[src/rtl/md5_pkg.sv]
package md5_pkg;
    localparam int WORD_W    = 32;
    localparam int BLK_WORDS = 16;
    localparam int STATE_W   = 4;
    localparam int STEPS     = 64;
    localparam int CNT_W     = $clog2(STEPS);
    localparam int BLK_W     = WORD_W * BLK_WORDS;
    localparam int SEED_W    = WORD_W * STATE_W;
    localparam int SEL_W     = $clog2(BLK_WORDS);

    typedef logic [WORD_W-1:0] word_t;
    typedef logic [CNT_W-1:0]  step_t;

    typedef enum logic [1:0] {
        PH_IDLE = 2'd0,
        PH_RUN  = 2'd1,
        PH_FOLD = 2'd2
    } phase_e;

    function automatic word_t round_const(input step_t i);
        word_t k;
        case (i)
            6'd0:  k = 32'hd76aa478; 6'd1:  k = 32'he8c7b756; 6'd2:  k = 32'h242070db; 6'd3:  k = 32'hc1bdceee;
            6'd4:  k = 32'hf57c0faf; 6'd5:  k = 32'h4787c62a; 6'd6:  k = 32'ha8304613; 6'd7:  k = 32'hfd469501;
            6'd8:  k = 32'h698098d8; 6'd9:  k = 32'h8b44f7af; 6'd10: k = 32'hffff5bb1; 6'd11: k = 32'h895cd7be;
            6'd12: k = 32'h6b901122; 6'd13: k = 32'hfd987193; 6'd14: k = 32'ha679438e; 6'd15: k = 32'h49b40821;
            6'd16: k = 32'hf61e2562; 6'd17: k = 32'hc040b340; 6'd18: k = 32'h265e5a51; 6'd19: k = 32'he9b6c7aa;
            6'd20: k = 32'hd62f105d; 6'd21: k = 32'h02441453; 6'd22: k = 32'hd8a1e681; 6'd23: k = 32'he7d3fbc8;
            6'd24: k = 32'h21e1cde6; 6'd25: k = 32'hc33707d6; 6'd26: k = 32'hf4d50d87; 6'd27: k = 32'h455a14ed;
            6'd28: k = 32'ha9e3e905; 6'd29: k = 32'hfcefa3f8; 6'd30: k = 32'h676f02d9; 6'd31: k = 32'h8d2a4c8a;
            6'd32: k = 32'hfffa3942; 6'd33: k = 32'h8771f681; 6'd34: k = 32'h6d9d6122; 6'd35: k = 32'hfde5380c;
            6'd36: k = 32'ha4beea44; 6'd37: k = 32'h4bdecfa9; 6'd38: k = 32'hf6bb4b60; 6'd39: k = 32'hbebfbc70;
            6'd40: k = 32'h289b7ec6; 6'd41: k = 32'heaa127fa; 6'd42: k = 32'hd4ef3085; 6'd43: k = 32'h04881d05;
            6'd44: k = 32'hd9d4d039; 6'd45: k = 32'he6db99e5; 6'd46: k = 32'h1fa27cf8; 6'd47: k = 32'hc4ac5665;
            6'd48: k = 32'hf4292244; 6'd49: k = 32'h432aff97; 6'd50: k = 32'hab9423a7; 6'd51: k = 32'hfc93a039;
            6'd52: k = 32'h655b59c3; 6'd53: k = 32'h8f0ccc92; 6'd54: k = 32'hffeff47d; 6'd55: k = 32'h85845dd1;
            6'd56: k = 32'h6fa87e4f; 6'd57: k = 32'hfe2ce6e0; 6'd58: k = 32'ha3014314; 6'd59: k = 32'h4e0811a1;
            6'd60: k = 32'hf7537e82; 6'd61: k = 32'hbd3af235; 6'd62: k = 32'h2ad7d2bb; 6'd63: k = 32'heb86d391;
            default: k = '0;
        endcase
        return k;
    endfunction

    // rotate amount: one set of four per round, picked by position in the group
    function automatic logic [4:0] rot_amount(input step_t i);
        logic [4:0] s;
        case ({i[5:4], i[1:0]})
            4'h0: s = 5'd7;  4'h1: s = 5'd12; 4'h2: s = 5'd17; 4'h3: s = 5'd22;
            4'h4: s = 5'd5;  4'h5: s = 5'd9;  4'h6: s = 5'd14; 4'h7: s = 5'd20;
            4'h8: s = 5'd4;  4'h9: s = 5'd11; 4'hA: s = 5'd16; 4'hB: s = 5'd23;
            4'hC: s = 5'd6;  4'hD: s = 5'd10; 4'hE: s = 5'd15; default: s = 5'd21;
        endcase
        return s;
    endfunction

    // message word schedule per round
    function automatic logic [SEL_W-1:0] word_sel(input step_t i);
        logic [SEL_W-1:0] j;
        logic [SEL_W-1:0] w;
        j = i[SEL_W-1:0];
        case (i[5:4])
            2'd0:    w = j;
            2'd1:    w = j * 4'd5 + 4'd1;
            2'd2:    w = j * 4'd3 + 4'd5;
            default: w = j * 4'd7;
        endcase
        return w;
    endfunction

    function automatic word_t mix_fn(input logic [1:0] rnd, input word_t x, input word_t y, input word_t z);
        word_t f;
        case (rnd)
            2'd0:    f = (x & y) | (~x & z);
            2'd1:    f = (x & z) | (y & ~z);
            2'd2:    f = x ^ y ^ z;
            default: f = y ^ (x | ~z);
        endcase
        return f;
    endfunction

    function automatic word_t rotl(input word_t v, input logic [4:0] s);
        return (v << s) | (v >> (6'd32 - {1'b0, s}));
    endfunction
endpackage

[src/rtl/md5_presum.sv]
// Early sum for a round: message word + constant + word being replaced.
module md5_presum
    import md5_pkg::*;
(
    input  logic [BLK_W-1:0] blk,
    input  step_t            idx,
    input  word_t            target,
    output word_t            pre
);
    word_t words [BLK_WORDS];

    for (genvar g = 0; g < BLK_WORDS; g++) begin : g_split
        assign words[g] = blk[g*WORD_W +: WORD_W];
    end

    word_t xk_plus_t;
    always_comb begin
        xk_plus_t = words[word_sel(idx)] + round_const(idx);
        pre       = xk_plus_t + target;
    end
endmodule

[src/rtl/md5_step.sv]
// Late part of a round: only the mix, the rotate and the final add wait on state.
module md5_step
    import md5_pkg::*;
(
    input  step_t idx,
    input  word_t pre,
    input  word_t b,
    input  word_t c,
    input  word_t d,
    output word_t new_b
);
    word_t sum;
    always_comb begin
        sum   = pre + mix_fn(idx[5:4], b, c, d);
        new_b = b + rotl(sum, rot_amount(idx));
    end
endmodule

[src/rtl/md5_fold.sv]
// Word-wise add of final working words onto the seed.
module md5_fold
    import md5_pkg::*;
(
    input  logic [SEED_W-1:0] seed,
    input  logic [SEED_W-1:0] work,
    output logic [SEED_W-1:0] result
);
    for (genvar g = 0; g < STATE_W; g++) begin : g_add
        assign result[g*WORD_W +: WORD_W] = seed[g*WORD_W +: WORD_W] + work[g*WORD_W +: WORD_W];
    end
endmodule

[src/rtl/md5_block_engine.sv]
module md5_block_engine
    import md5_pkg::*;
(
    input  logic              clk,
    input  logic              rst_n,
    input  logic              start_i,
    input  logic [BLK_W-1:0]  block_i,
    input  logic [SEED_W-1:0] seed_i,
    output logic              busy_o,
    output logic              done_o,
    output logic [SEED_W-1:0] digest_o
);
    typedef struct packed {
        phase_e            phase;
        step_t             cnt;
        word_t             a;
        word_t             b;
        word_t             c;
        word_t             d;
        word_t             pre;
        logic [SEED_W-1:0] seed;
        logic [BLK_W-1:0]  blk;
        logic [SEED_W-1:0] digest;
        logic              done;
    } eng_t;

    eng_t st_q, st_d;

    logic              run;
    step_t             ps_idx;
    logic [BLK_W-1:0]  ps_blk;
    word_t             ps_tgt;
    word_t             ps_pre;
    word_t             step_b;
    logic [SEED_W-1:0] fold_res;

    assign run    = (st_q.phase == PH_RUN);
    assign ps_idx = run ? st_q.cnt + 1'b1 : '0;
    assign ps_blk = run ? st_q.blk : block_i;
    assign ps_tgt = run ? st_q.d : seed_i[WORD_W-1:0];

    md5_presum u_presum (
        .blk    (ps_blk),
        .idx    (ps_idx),
        .target (ps_tgt),
        .pre    (ps_pre)
    );

    md5_step u_step (
        .idx   (st_q.cnt),
        .pre   (st_q.pre),
        .b     (st_q.b),
        .c     (st_q.c),
        .d     (st_q.d),
        .new_b (step_b)
    );

    md5_fold u_fold (
        .seed   (st_q.seed),
        .work   ({st_q.d, st_q.c, st_q.b, st_q.a}),
        .result (fold_res)
    );

    always_comb begin
        st_d      = st_q;
        st_d.done = 1'b0;
        case (st_q.phase)
            PH_IDLE: begin
                if (start_i) begin
                    st_d.phase = PH_RUN;
                    st_d.cnt   = '0;
                    st_d.blk   = block_i;
                    st_d.seed  = seed_i;
                    st_d.a     = seed_i[0*WORD_W +: WORD_W];
                    st_d.b     = seed_i[1*WORD_W +: WORD_W];
                    st_d.c     = seed_i[2*WORD_W +: WORD_W];
                    st_d.d     = seed_i[3*WORD_W +: WORD_W];
                    st_d.pre   = ps_pre;
                end
            end
            PH_RUN: begin
                st_d.a   = st_q.d;
                st_d.b   = step_b;
                st_d.c   = st_q.b;
                st_d.d   = st_q.c;
                st_d.pre = ps_pre;
                st_d.cnt = st_q.cnt + 1'b1;
                if (st_q.cnt == step_t'(STEPS - 1)) begin
                    st_d.phase = PH_FOLD;
                end
            end
            PH_FOLD: begin
                st_d.digest = fold_res;
                st_d.done   = 1'b1;
                st_d.phase  = PH_IDLE;
            end
            default: st_d.phase = PH_IDLE;
        endcase
    end

    always_ff @(posedge clk) begin
        if (!rst_n) begin
            st_q <= '0;
        end else begin
            st_q <= st_d;
        end
    end

    assign busy_o   = (st_q.phase != PH_IDLE);
    assign done_o   = st_q.done;
    assign digest_o = st_q.digest;
endmodule

[config.mk]
export PLATFORM = sky130hd
export DESIGN_NAME = md5_block_engine
export DESIGN_NICKNAME = d
export VERILOG_FILES = /design/src/rtl/md5_pkg.sv /design/src/rtl/md5_presum.sv /design/src/rtl/md5_step.sv /design/src/rtl/md5_fold.sv /design/src/rtl/md5_block_engine.sv
export SDC_FILE = /design/constraint.sdc
export NUM_CORES = 2
export LEC_CHECK = 0
export BUFFER_PORTS_ARGS = -buffer_cell sky130_fd_sc_hd__buf_2
export CORE_MARGIN = 8
export CORE_UTILIZATION = 60
export CTS_BUF_LIST = sky130_fd_sc_hd__clkbuf_4
export CTS_CLUSTER_SIZE = 30
export DETAILED_ROUTE_END_ITERATION = 12
export PLACE_DENSITY = 0.82
export SLEW_MARGIN = 40
export SYNTH_ARGS = -nofsm -noshare
export SYNTH_HDL_FRONTEND = slang
export SYNTH_SLANG_ARGS = --single-unit
[constraint.sdc]
create_clock -name clk -period 9.1 [get_ports clk]
set_input_delay 1.365 -clock clk [delete_from_list [all_inputs] [get_ports clk]]
set_output_delay 1.365 -clock clk [all_outputs]
set_load 0.05 [all_outputs]
==> report_table.html <==
<table>
<tr><th>Metric</th><th>Value</th></tr>
<tr><th colspan="2">Run status</th></tr>
<tr><td>Outcome</td><td>completed</td></tr>
<tr><th colspan="2">Logic synthesis</th></tr>
<tr><td>Number of cells produced by synthesis</td><td>8112</td></tr>
<tr><td>Share of synthesized flip-flops with an asynchronous set or reset</td><td>0%</td></tr>
<tr><td>Average footprint of a synthesized cell</td><td>approximately 8 µm²</td></tr>
<tr><td>Multiplexer share of the synthesized area</td><td>12.80%</td></tr>
<tr><td>Number of different library cells in the post-synthesis netlist</td><td>98</td></tr>
<tr><td>Combinational family with the most area after synthesis</td><td>compound AO/OA/AOI/OAI gates</td></tr>
<tr><td>Fraction of the yosys area taken by sequential cells</td><td>between 20% and 30%</td></tr>
<tr><td>Adder-Cell Fraction of Synth Area</td><td>around 6.3%</td></tr>
<tr><td>Cell type with the largest total area after synthesis</td><td>sky130_fd_sc_hd__dfxtp_1</td></tr>
<tr><td>Post-synth top area share</td><td>between 20 and 30%</td></tr>
<tr><td>Net count after synthesis</td><td>9051</td></tr>
<tr><td>Register bit total from synthesis</td><td>between 900 and 1000</td></tr>
<tr><td>Simple-gate share of the synthesized area</td><td>a little under 20%</td></tr>
<tr><td>Leading register cell type out of synthesis</td><td>sky130_fd_sc_hd__dfxtp_1</td></tr>
<tr><td>Synth Area in XOR/XNOR</td><td>~3.1%</td></tr>
<tr><td>Mapped Area</td><td>about 0.064 mm²</td></tr>
<tr><td>Dominant cells by area after synthesis</td><td>sky130_fd_sc_hd__dfxtp_1, sky130_fd_sc_hd__nand2_1, sky130_fd_sc_hd__mux4_2, sky130_fd_sc_hd__a21oi_1, sky130_fd_sc_hd__ha_1</td></tr>
<tr><td>Compound-gate portion of the synthesized area</td><td>22.36%</td></tr>
<tr><td>Cell types with the highest counts after synthesis</td><td>sky130_fd_sc_hd__nand2_1, sky130_fd_sc_hd__a21oi_1, sky130_fd_sc_hd__dfxtp_1</td></tr>
<tr><td>Ys Warns</td><td>0</td></tr>
<tr><td>Number of enable-type register cells in the synthesized netlist</td><td>0</td></tr>
<tr><td>Cell with the most instances after synthesis</td><td>sky130_fd_sc_hd__nand2_1</td></tr>
<tr><th colspan="2">Detailed routing</th></tr>
<tr><td>Drt pass-1 iters</td><td>9</td></tr>
<tr><td>Iteration-0 DRC Markers</td><td>between 8000 and 9000</td></tr>
<tr><td>Post-route antenna net violation count</td><td>0</td></tr>
<tr><td>Total DRC errors in the routed layout</td><td>0</td></tr>
<tr><td>Via/cell ratio</td><td>around 6.5</td></tr>
<tr><td>Routed len/inst</td><td>between 20 and 25 µm</td></tr>
<tr><td>Total wire length after detailed routing</td><td>250500 µm</td></tr>
<tr><td>Vias post-DR</td><td>approximately 66000</td></tr>
<tr><th colspan="2">Worst hold path</th></tr>
<tr><td>Class of the tightest hold or removal check</td><td>in -&gt; reg</td></tr>
<tr><th colspan="2">Global routing</th></tr>
<tr><td>Pin count of the biggest net entering global routing</td><td>201</td></tr>
<tr><td>Antenna violations before repair</td><td>roughly 110</td></tr>
<tr><td>Vias in the first global route</td><td>roughly 62000</td></tr>
<tr><td>Wire length of the first global-routing pass</td><td>between 300000 and 400000 µm</td></tr>
<tr><td>GR Util All Layers</td><td>just over 40%</td></tr>
<tr><td>Overflow after GRT</td><td>0</td></tr>
<tr><th colspan="2">Clock tree</th></tr>
<tr><td>Clk_lat worst skew</td><td>approximately 1.2 ns</td></tr>
<tr><td>Reg clk slew, reported paths</td><td>around 0.070 ns</td></tr>
<tr><td>Number of H-tree levels</td><td>4</td></tr>
<tr><td>Number of buffers inserted during clock tree synthesis</td><td>about 240</td></tr>
<tr><td>Root Buffer</td><td>sky130_fd_sc_hd__clkbuf_4</td></tr>
<tr><td>Total of hold buffers inserted after clock tree synthesis</td><td>0</td></tr>
<tr><td>Buffer count from post-CTS setup fixing</td><td>0</td></tr>
<tr><td>Maximum buffer depth of the clock tree</td><td>3</td></tr>
<tr><td>Number of clock sinks seen by CTS</td><td>between 900 and 1000</td></tr>
<tr><td>Gates resized, CTS repair</td><td>0</td></tr>
<tr><td>CTS tree</td><td>yes</td></tr>
<tr><th colspan="2">Critical path</th></tr>
<tr><td>Largest stage delay on the critical path</td><td>about 0.65 ns</td></tr>
<tr><td>Startpoint Class</td><td>flop</td></tr>
<tr><td>Arrival time reported for the critical path endpoint</td><td>9.66 ns</td></tr>
<tr><td>Critical path's slowest cell</td><td>sky130_fd_sc_hd__dfxtp_4</td></tr>
<tr><td>Type of the worst setup path</td><td>reg -&gt; reg</td></tr>
<tr><td>Internal reg-to-reg setup slack</td><td>around 0.49 ns</td></tr>
<tr><td>Maximum fanout encountered on the critical timing path</td><td>36</td></tr>
<tr><td>Critical Path End Type</td><td>flop</td></tr>
<tr><td>Cell with the most instances on the worst path</td><td>sky130_fd_sc_hd__a21oi_1</td></tr>
<tr><td>Family of cells with the greatest summed delay on the critical path</td><td>compound AO/OA/AOI/OAI gates</td></tr>
<tr><td>Buf/Inv on CP</td><td>1</td></tr>
<tr><td>Critical path data required time</td><td>10.15 ns</td></tr>
<tr><th colspan="2">STA</th></tr>
<tr><td>Slew Limit Headroom</td><td>~35%</td></tr>
<tr><td>Minimum hold slack</td><td>0.3675 ns</td></tr>
<tr><td>Fin crit period</td><td>~8.6 ns</td></tr>
<tr><td>Hold Violations, Final</td><td>0</td></tr>
<tr><td>Maximum clock rate</td><td>approximately 120 MHz</td></tr>
<tr><td>Setup slack after layout</td><td>~0.5 ns</td></tr>
<tr><td>RSZ-0062 raised after global routing</td><td>false</td></tr>
<tr><td>Maximum clock skew at final layout</td><td>roughly 0.092 ns</td></tr>
<tr><td>Setup tns final</td><td>0 ns</td></tr>
<tr><td>Slew of the pin with the lowest slew margin</td><td>~0.97 ns</td></tr>
<tr><td>Final-report setup violation count</td><td>0</td></tr>
<tr><td>Crit share post-route</td><td>94.62%</td></tr>
<tr><td>Number of slew-limit violations in the final report</td><td>0</td></tr>
<tr><th colspan="2">Floorplan</th></tr>
<tr><td>Die area</td><td>0.1165 mm²</td></tr>
<tr><td>Starting Density</td><td>between 60% and 70%</td></tr>
<tr><td>Die H</td><td>around 340 µm</td></tr>
<tr><td>Number of top-level design ports</td><td>~770</td></tr>
<tr><td>Horizontal die dimension</td><td>about 340 µm</td></tr>
<tr><td>Total number of placement rows</td><td>approximately 120</td></tr>
<tr><td>Core outline area</td><td>around 0.11 mm²</td></tr>
<tr><th colspan="2">Cells and area</th></tr>
<tr><td>Filler-free cell count of the finished design</td><td>about 10000</td></tr>
<tr><td>Fraction of final layout cells sized beyond drive strength 1</td><td>between 10% and 20%</td></tr>
<tr><td>Summed area of non-filler cells in the final layout</td><td>0.07083 mm²</td></tr>
<tr><td>Final nets</td><td>roughly 9500</td></tr>
<tr><td>Post-synthesis to final-layout area growth</td><td>11.50%</td></tr>
<tr><th colspan="2">Pwr</th></tr>
<tr><td>Static leakage power</td><td>~30 nW</td></tr>
<tr><td>Power per Cell Area</td><td>between 150 and 200 mW/mm²</td></tr>
<tr><td>Worst IR drop on VDD</td><td>approximately 0.15 mV</td></tr>
<tr><th colspan="2">Placement</th></tr>
<tr><td>Final weighted congestion in routability-driven placement</td><td>roughly 1.0</td></tr>
<tr><td>Dpl ws</td><td>about 0.76 ns</td></tr>
<tr><td>Placed cell count</td><td>a little under 10000</td></tr>
<tr><td>Number of buffers added on ports</td><td>772</td></tr>
<tr><td>Area after DPL</td><td>0.06750 mm²</td></tr>
<tr><td>Half-perimeter wire length of the detailed placement result</td><td>185100 µm</td></tr>
<tr><th colspan="2">Job</th></tr>
<tr><td>Count of max-cap constraint violations</td><td>0</td></tr>
</table>
final cells by class:
cell class | count | area (µm²)
well taps | 1391 | 1740
inverters | 173 | 656.9
multi-input cells | 6269 | 40980
clock buffers | 338 | 2537
fillers | 8850 | 34290
clock inverters | 80 | 431.7
repair buffers | 926 | 5358
flip-flops and latches | 942 | 18870
diodes | 100 | 250.2
layout by cell type, fill, tap and decap left out, types with 165 or more instances in the layout:
master                     count
sky130_fd_sc_hd__inv_1       165
sky130_fd_sc_hd__ha_1        255
sky130_fd_sc_hd__clkbuf_4    338
sky130_fd_sc_hd__nand2_1    1923
sky130_fd_sc_hd__dfxtp_1     937
sky130_fd_sc_hd__nor2_1      467
sky130_fd_sc_hd__o21ai_0     211
sky130_fd_sc_hd__mux4_2      279
sky130_fd_sc_hd__buf_2       772
sky130_fd_sc_hd__a21oi_1    1213
kinds of logic after synthesis:
| family | after synthesis |
|---|---|
| XOR/XNOR | 224 |
| buffers and inverters | 901 |
| flip-flops | 942 |
| multiplexers | 454 |
| AO/OA/AOI/OAI | 2334 |
| adder cells (fa/ha/maj) | 296 |
| AND/OR/NAND/NOR | 2961 |
worst register-to-register path: cells and delay by family (launching register included):
| kind | cells | cell delay (ns) |
|---|---|---|
| AO/OA/AOI/OAI | 18 | 4.12 |
| XOR/XNOR | 2 | 0.67 |
| adder cells (fa/ha/maj) | 4 | 1.25 |
| buffers and inverters | 1 | 0.52 |
| flip-flops | 1 | 0.65 |
| multiplexers | 3 | 0.87 |
| AND/OR/NAND/NOR | 3 | 0.41 |
report_power, final:
part	internal, mW	switching [mW]
Sequential	4.42	0.374
Combinational	2.15	3.30
Clock	1.73	1.89
Total	8.30	5.56
metrics by stage:
| step | power [mW] | util [%] |
|---|---|---|
| after floorplan | 8.402 | - |
| after global placement | 10.00 | 63.99 |
| after detailed placement | 10.12 | 64.21 |
| after CTS | 13.70 | 67.03 |
| after global routing | 14.50 | 67.32 |
| final | 13.86 | 67.38 |
sequential cells by signal (all words and copies together), names as in the netlist, named ones only:
name / cells
digest_o: 128
done_o: 1
st_q: 808
layer usage:
metal | GRT usage, % | vias up | part of all wire (%)
met5 | 0 | - | 0.093
met4 | 30.67 | 36 | 8.9
met3 | 10.07 | 1003 | 11
met2 | 63.72 | 3863 | 45
met1 | 47.50 | 31170 | 35
li1 | - | 29850 | -
final timing paths:
check | from | to | cells past startpoint
max | st_q[933] | st_q[895] | 31
min | block_i[52] | st_q[181] | 3
max reg2reg | st_q[933] | st_q[895] | 31
min reg2reg | digest_o[53] | digest_o[53] | 2
Power figures use the tool's default switching activity.
